==> config.mk <==
export PLATFORM = sky130hd
export DESIGN_NAME = fw_image_loader
export DESIGN_NICKNAME = d
export VERILOG_FILES = /design/src/rtl/fw_image_loader.sv
export SDC_FILE = /design/constraint.sdc
export NUM_CORES = 1
export LEC_CHECK = 0
export ABC_AREA = 1
export CAP_MARGIN = 15
export CELL_PAD_IN_SITES_DETAIL_PLACEMENT = 1
export CELL_PAD_IN_SITES_GLOBAL_PLACEMENT = 2
export CORE_MARGIN = 2
export CORE_UTILIZATION = 30
export CTS_BUF_LIST = sky130_fd_sc_hd__clkbuf_4
export DETAILED_ROUTE_END_ITERATION = 12
export HOLD_SLACK_MARGIN = 0.08
export PLACE_DENSITY = 0.79
export SYNTH_ARGS = -nofsm -noshare
export SYNTH_HDL_FRONTEND = slang
export SYNTH_SLANG_ARGS = --single-unit
==> constraint.sdc <==
create_clock -name clk -period 8.54 [get_ports clk]
set_clock_uncertainty 0.05 [all_clocks]
set_input_delay 1.708 -clock clk [delete_from_list [all_inputs] [get_ports clk]]
set_output_delay 1.708 -clock clk [all_outputs]
set_load 0.005 [all_outputs]
==> src/rtl/fw_image_loader.sv <==
module fw_image_loader #(
  parameter int AW         = 16,
  parameter int MAW        = 16,
  parameter int MEM_LARGE  = 4096,
  parameter int MEM_SMALL  = 2048
) (
  input  logic           clk,
  input  logic           rst_n,
  input  logic           start,
  input  logic           small_variant,
  input  logic [3:0]     engine_id,
  input  logic           engine_running,
  input  logic [31:0]    img_len_bytes,
  output logic           img_rd_en,
  output logic [AW-1:0]  img_rd_addr,
  input  logic [31:0]    img_rd_data,
  output logic           mem_wr_valid,
  output logic [7:0]     mem_cmd,
  output logic [MAW-1:0] mem_addr,
  output logic [31:0]    mem_wdata,
  output logic           busy,
  output logic           done,
  output logic [2:0]     err_code
);

  localparam logic [31:0] MARK     = 32'hFEEDF00D;
  localparam logic [31:0] MARK_REV = 32'h0DF0EDFE;
  localparam logic [32:0] SZ_L     = 33'(MEM_LARGE);
  localparam logic [32:0] SZ_S     = 33'(MEM_SMALL);

  typedef enum logic [3:0] {
    S_IDLE, S_MAGIC, S_ID, S_SIZE, S_SCAN, S_DTYPE,
    S_DOFF, S_TADDR, S_TLEN, S_COPY, S_NEXT
  } st_t;

  st_t         st;
  logic        rv, swap, phase, typ_q, done_q;
  logic [2:0]  err_q;
  logic [7:0]  idh;
  logic [31:0] size_q, idx, nblk, off_q, taddr_q, len_q, j_q;
  logic [AW-1:0] raddr;

  function automatic logic [31:0] bswap(input logic [31:0] v);
    return {v[7:0], v[15:8], v[23:16], v[31:24]};
  endfunction

  wire [31:0] w         = swap ? bswap(img_rd_data) : img_rd_data;
  wire [33:0] hdr_bytes = {w, 2'b00} + 34'd12;
  wire        scan_over = {idx, 1'b0} >= {1'b0, size_q};
  wire [32:0] tbl_end   = {nblk, 1'b0} + 33'd1;
  wire        bad_off   = ({1'b0, w} < tbl_end) || ({1'b0, w} + 33'd2 > {1'b0, size_q});
  wire [32:0] imem_sz   = (small_variant && engine_id != 4'd0) ? SZ_S : SZ_L;
  wire [32:0] dmem_sz   = small_variant ? SZ_S : SZ_L;
  wire [32:0] cur_sz    = typ_q ? dmem_sz : imem_sz;
  wire        over_mem  = ({1'b0, taddr_q} + {1'b0, w}) > cur_sz;
  wire        over_img  = ({2'b00, off_q} + 34'd2 + {2'b00, w}) > {2'b00, size_q};
  wire        last_blk  = (idx + 32'd1) == nblk;

  always_comb begin
    case (st)
      S_ID:    raddr = AW'(1);
      S_SIZE:  raddr = AW'(2);
      S_SCAN,
      S_DTYPE: raddr = AW'(32'd3 + {idx[30:0], 1'b0});
      S_DOFF:  raddr = AW'(32'd4 + {idx[30:0], 1'b0});
      S_TADDR: raddr = AW'(32'd3 + off_q);
      S_TLEN:  raddr = AW'(32'd4 + off_q);
      S_COPY:  raddr = AW'(32'd5 + off_q + j_q);
      default: raddr = '0;
    endcase
  end

  assign busy         = st != S_IDLE;
  assign img_rd_en    = busy && st != S_NEXT && !rv && !(st == S_SCAN && scan_over);
  assign img_rd_addr  = raddr;
  assign mem_wr_valid = st == S_COPY && rv;
  assign mem_cmd      = typ_q ? 8'h13 : 8'h11;
  assign mem_addr     = MAW'(taddr_q + j_q);
  assign mem_wdata    = w;
  assign done         = done_q;
  assign err_code     = err_q;

  always_ff @(posedge clk) begin
    if (!rst_n) begin
      st <= S_IDLE;  rv <= 1'b0;  swap <= 1'b0;  phase <= 1'b0;
      typ_q <= 1'b0; done_q <= 1'b0; err_q <= 3'd0; idh <= 8'd0;
      size_q <= '0;  idx <= '0;   nblk <= '0;    off_q <= '0;
      taddr_q <= '0; len_q <= '0; j_q <= '0;
    end else begin
      done_q <= 1'b0;
      case (st)
        S_IDLE:
          if (start) begin
            st <= S_MAGIC; rv <= 1'b0; swap <= 1'b0;
            phase <= 1'b0; idx <= '0; err_q <= 3'd0;
          end
        S_NEXT:
          if (last_blk) begin
            if (!phase) begin
              phase <= 1'b1; idx <= '0; st <= S_DTYPE;
            end else begin
              st <= S_IDLE; done_q <= 1'b1; err_q <= 3'd0;
            end
          end else begin
            idx <= idx + 32'd1; st <= S_DTYPE;
          end
        default:
          if (!rv) begin
            if (st == S_SCAN && scan_over) begin
              st <= S_IDLE; done_q <= 1'b1; err_q <= 3'd4;
            end else begin
              rv <= 1'b1;
            end
          end else begin
            rv <= 1'b0;
            case (st)
              S_MAGIC:
                if (img_rd_data == MARK) st <= S_ID;
                else if (img_rd_data == MARK_REV) begin
                  swap <= 1'b1; st <= S_ID;
                end else begin
                  st <= S_IDLE; done_q <= 1'b1; err_q <= 3'd1;
                end
              S_ID: begin
                idh <= w[31:24]; st <= S_SIZE;
              end
              S_SIZE: begin
                size_q <= w;
                if (hdr_bytes != {2'b00, img_len_bytes}) begin
                  st <= S_IDLE; done_q <= 1'b1; err_q <= 3'd2;
                end else if (idh[3:0] != engine_id ||
                             (small_variant && idh[7:4] != 4'd0)) begin
                  st <= S_IDLE; done_q <= 1'b1; err_q <= 3'd3;
                end else if (engine_running) begin
                  st <= S_IDLE; done_q <= 1'b1; err_q <= 3'd7;
                end else begin
                  idx <= '0; st <= S_SCAN;
                end
              end
              S_SCAN:
                if (w == 32'hF) begin
                  nblk <= idx; idx <= '0;
                  if (idx == '0) begin
                    st <= S_IDLE; done_q <= 1'b1; err_q <= 3'd0;
                  end else st <= S_DTYPE;
                end else idx <= idx + 32'd1;
              S_DTYPE:
                if (w == 32'd0 || w == 32'd1) begin
                  typ_q <= w[0]; st <= S_DOFF;
                end else begin
                  st <= S_IDLE; done_q <= 1'b1; err_q <= 3'd5;
                end
              S_DOFF:
                if (bad_off) begin
                  st <= S_IDLE; done_q <= 1'b1; err_q <= 3'd5;
                end else begin
                  off_q <= w; st <= S_TADDR;
                end
              S_TADDR: begin
                taddr_q <= w; st <= S_TLEN;
              end
              S_TLEN: begin
                len_q <= w;
                if (over_mem || over_img) begin
                  st <= S_IDLE; done_q <= 1'b1; err_q <= 3'd6;
                end else if (phase && w != 32'd0) begin
                  j_q <= '0; st <= S_COPY;
                end else st <= S_NEXT;
              end
              S_COPY:
                if (j_q + 32'd1 == len_q) st <= S_NEXT;
                else j_q <= j_q + 32'd1;
              default: st <= S_IDLE;
            endcase
          end
      endcase
    end
  end

endmodule

### Yosys cells after proc, flatten, opt, wreduce, memory -nomap -nowiden

Index checks and enable logic that the tools add are counted.

* add/sub/neg operators: 15
* $lt $le $gt $ge: 5
* equal/unequal tests: 40
* mux-type cells: 83
* bitwise gates (word level): 3
* reduce and logical (&&, ||, !) cells: 45

Operator list (count)
* 32-bit two-way mux: 12
* 32-bit one-hot mux with 2 select lines: 3
* 16-bit one-hot mux with 7 select lines: 1
* 32-bit by 2-bit adder with 33-bit output, second input constant: 2
* 3-bit two-way mux: 22
* 32-bit by 1-bit adder with 32-bit output, second input constant: 2
* 32-bit == test: 2
* 32-bit zero test: 2
* 3-bit by 16-bit adder with 16-bit output, first input constant: 3
* 13-bit two-way mux: 3
* 4-bit one-hot mux with 9 select lines: 1
* 33-bit by 32-bit adder with 34-bit output: 1
* 34-bit by 4-bit adder with 34-bit output, second input constant: 1
* 34-bit by 32-bit > comparator with 1-bit output: 1
* 34-bit by 32-bit != test with 1-bit output: 1
* 32-bit by 32-bit adder with 33-bit output: 1
* 33-bit by 1-bit adder with 33-bit output, second input constant: 1
* 33-bit by 32-bit greater-or-equal comparator with 1-bit output: 1
* 33-bit by 13-bit > comparator with 1-bit output: 1
* 33-bit by 32-bit > comparator with 1-bit output: 1
* 32-bit by 33-bit less-than comparator with 1-bit output: 1
* 16-bit adder: 2
* 2-bit by 16-bit adder with 16-bit output, first input constant: 2
* 32-bit by 1-bit == test with 1-bit output, second input constant: 1
* other kinds (42): 123

* bits in registers: 244
* input bits: 73
* word-level logic and storage cells: 206

### Longest topological paths before layout

* word-level depth: 10
* gate-level depth with buffers: 40

### Worst setup path after synthesis

Ideal clock, no wire load.

* path type: input-to-reg
* start: input img_rd_data[31]
* end: register j_q[11]
* setup time: 0.113 ns
* arrival: 5.994 ns
* data required time: 8.377 ns
* setup slack: 2.382 ns
* stages on the path: 28
* buffers on the path: 1
* cell sequence: nand2_1 > nand2_2 > ha_1 > ha_1 > a21oi_1 > a21boi_0 > nand2_1 > a21oi_1 > inv_1 > a21oi_1 > inv_1 > a21oi_1 > inv_1 > a21oi_1 > o21ai_0 > a21oi_1 > xnor2_1 > ha_1 > nand4_1 > nor4_1 > nand4_1 > a21oi_1 > nand3_1 > nand3_1 > nand3_1 > clkbuf_1 > nor2_1 > nor2_1

* cells in the longest elaborated chain, start to end: 6
* elaborated cells on any way between the ends: 11

RTL lines
* start, declared: line 16 `input logic [31:0] img_rd_data,`
* 32-bit two-way mux *: line 47 `wire [31:0] w = swap ? bswap(img_rd_data) : img_rd_data;`
* net mem_wdata[7]: line 20 `output logic [31:0] mem_wdata,`
* 33-bit by 32-bit adder with 34-bit output / 32-bit by 32-bit adder with 33-bit output (equally long branches): line 56, 55
* 34-bit by 32-bit > comparator with 1-bit output / 33-bit by 13-bit > comparator with 1-bit output (equally long branches): line 56, 55
* 1-bit logical OR: line 164 `if (over_mem || over_img) begin`
* 2-bit != test (no line)
* 6-bit AND reduction (no line) *
* end signal, assigned: line 172 `else j_q <= j_q + 32'd1;`
* end, declared: line 40 `logic [31:0] size_q, idx, nblk, off_q, taddr_q, len_q, j_q;`

The timed path passes the listed nets; every way through them passes the cells marked *.
A chain may end at the register's enable or synchronous reset.

### Worst setup path after layout

* start: input img_rd_data[31]
* end: register j_q[9]

* cells in the longest elaborated chain, start to end: 6
* elaborated cells on any way between the ends: 11

RTL lines (line)
* 32-bit two-way mux *: 47
* 33-bit by 32-bit adder with 34-bit output / 32-bit by 32-bit adder with 33-bit output (equally long branches): 56, 55
* 34-bit by 32-bit > comparator with 1-bit output / 33-bit by 13-bit > comparator with 1-bit output (equally long branches): 56, 55
* 1-bit logical OR: 164
* 2-bit != test (no line)
* 6-bit AND reduction (no line) *

Every way passes the cells marked *; elsewhere a longest branch is shown, timed or not.

==> metrics.txt <==
die width=293 µm; GR peak layer=met2; Max FO, Critical Path=60; CTS tree=yes; first-pass GRT wire length=175000 µm; number of unique standard cell types used by synthesis=59; post-synthesis sequential area ratio=0.195; total global routing overflow=0; Setup Fix Bufs, Post-CTS=0; Max VDD drop=0.000157 V; Post-Synthesis Cells=4042; slowest cell on the critical path=clkdlybuf4s50_1; fillers=10900; dpl hpwl=89900 µm; DR iter-0 viols=1778; slowest cell delay on critical path=0.55 ns; Die Ht=293 µm; hold_buf cts=0; final core utilization=0.348; Total Wirelength=117000 µm; core area=82400 µm²; Main synth FF type=dfxtp_1; Layout Nets=4563; total power draw=3670 µW; Area Overhead vs Synth=14.7%; H-tree levels=3; worst skew pair latency=0.86 ns; share of layout cells above drive strength 1=0.0624; status=completed; unrepaired setup endpoints after global routing=false; Clock Pin Slew Worst Setup and Hold Paths=0.05 ns; number of port buffers=144; Num CTS Buffers=79; GR Layer Usage met1=0.351; Hold Violations, Final=0; cts repair resizes=0; Static Leak=0.0129 µW; Longest Clk Path Bufs=3; Clock Sinks=244; std cell rows=105; critical setup path kind=input port to flip-flop; mapped cell area=25000 µm²; maxcap violations=0; crit share post-route=0.849; Fmax=0.138 GHz; Pwr per Cell Area=128 nW/µm²; DRC viols=0; setup total negative slack=0 ns; vias in the first global route=27700; average cell area after synthesis=6.19 µm²; EDFF count, synth=0; # IOs=152; CP endpoint kind=flip-flop; pin count of the biggest net entering global routing=123; Crit path top cell by count=a21oi_1; Die ar.=85700 µm²; #FFs+latches synth=244; total global-route track usage=0.269; post-route cell area=28700 µm²; R2R Setup Slk=1.80 ns; Synth async-reset ratio=0; total number of vias=27800; crit path DAT=7.92 ns; Initial Util=0.304; Max Slew Vio Count=0; min-delay worst type=flip-flop to flip-flop; WL/cell=21.9 µm; WHS=0.403 ns; Pre-antenna DRT Iters=7; placed cell areas=27700 µm²; M3 GR Usage=0.0278; via-per-instance ratio=5.22; Routed Antenna Nets=0; normalized max-slew margin=0.313; Ys Warns=0; CP startpoint kind=input port; gp weighted congestion=0.903; initial antenna violation count=7; # setup viols final=0; CP Data Required Time=9.21 ns; Root Buffer=clkbuf_4; worst slew pin tran=1.02 ns; global routing usage on met2=0.459; fin crit period=7.25 ns
[metal layers]
| layer | share of wire | up-vias |
|---|---|---|
| met1 | 0.45 | 13400 |
| met3 | 0.040 | 174 |
| met5 | 0.000069 | - |
| li1 | - | 13700 |
| met2 | 0.47 | 603 |
| met4 | 0.038 | 2 |
[stage by stage]
step	cells	setup WS [ns]
2_1_floorplan	4047	2.38
3_3_place_gp	5197	0.662
3_5_place_dp	5197	0.521
4_1_cts	5331	1.43
5_1_grt	5334	0.779
6_report	5335	1.29
[sequential cells by signal, indices dropped and copies added, names as in the netlist]
signal	flops
done	1
err_code	3
size_q	32
idx	32
phase	1
idh	8
st	4
typ_q	1
off_q	32
nblk	32
swap	1
taddr_q	32
j_q	32
rv	1
len_q	32
[placed cells by master, fill, tap and decap left out, drive strengths merged, types with 31 or more instances in the layout]
master / n
nand2: 1059
inv: 513
nor2: 457
a21oi: 394
ha: 278
dfxtp: 244
nand3: 229
o21ai: 229
clkdlybuf4s50: 143
xor2: 142
clkbuf: 113
nand4: 100
nor3: 71
buf: 51
xnor2: 41
nand3b: 31
[Yosys cell counts (14+ instances only)]
cell	count	area [µm²]
buf_4	15	113
nor4_1	24	150
nand2_2	26	163
nor3_1	69	345
buf_2	19	95.1
xnor2_1	41	359
inv_1	507	1900
nor2_1	435	1630
nand3b_1	31	233
nor2_2	19	119
xor2_1	142	1240
or2_2	14	87.6
nand2_1	1028	3860
dfxtp_1	244	4880
nand3_1	228	1140
nand4_1	99	619
o21ai_0	218	1090
a21oi_1	393	1970
clkbuf_1	73	274
o21bai_1	14	105
ha_1	278	3480
[critical path: cells and delay by family]
kind	cells	cell delay, ns
AOI/OAI and AO/OA	9	2.35
xor gates and xnor gates	1	0.18
adders and majority gates	3	0.87
buffers and inverters	8	1.33
and+or+nand+nor	12	1.47
[where the power goes]
part / switching [µW] / total, µW / internal [µW] / leakage, µW
Combinational: 827 / 1180 / 356 / 0.0103
Sequential: 58.4 / 1230 / 1170 / 0.00197
Clock: 626 / 1260 / 638 / 0.000581
Total: 1510 / 3670 / 2160 / 0.0129
[path summary, 6_finish.rpt]
check        depth (start not counted)            start   endpoint
max                                 33  img_rd_data[31]     j_q[9]
max reg2reg                         33             swap     j_q[9]
min reg2reg                          2        off_q[26]  off_q[26]
min                                  2        off_q[26]  off_q[26]
[logic make-up (layout without fill, tap and decap cells)]
family / Yosys count / after routing / synth area share
AO/OA/AOI/OAI: 703 / 703 / 0.152
XOR/XNOR: 189 / 189 / 0.0695
other: 2 / 11 / 0.000300
adder cells (fa/ha/maj): 282 / 282 / 0.142
buffers and inverters: 629 / 843 / 0.0994
AND/OR/NAND/NOR: 1993 / 1993 / 0.341
flip-flops: 244 / 244 / 0.195
[area by class of cell]
class                           instances  area (µm²)  area share
Multi-Input combinational cell       3174       17700       0.617
Sequential cell                       244        4890       0.170
Inverter                              515        1930      0.0675
Timing Repair Buffer                  194        1830      0.0637
Tap cell                             1070        1340      0.0467
Clock buffer                          113         848      0.0296
Clock inverter                         21         136     0.00476
Antenna cell                            4        10.0    0.000349
No activity file was read; power rests on OpenSTA's default activity.
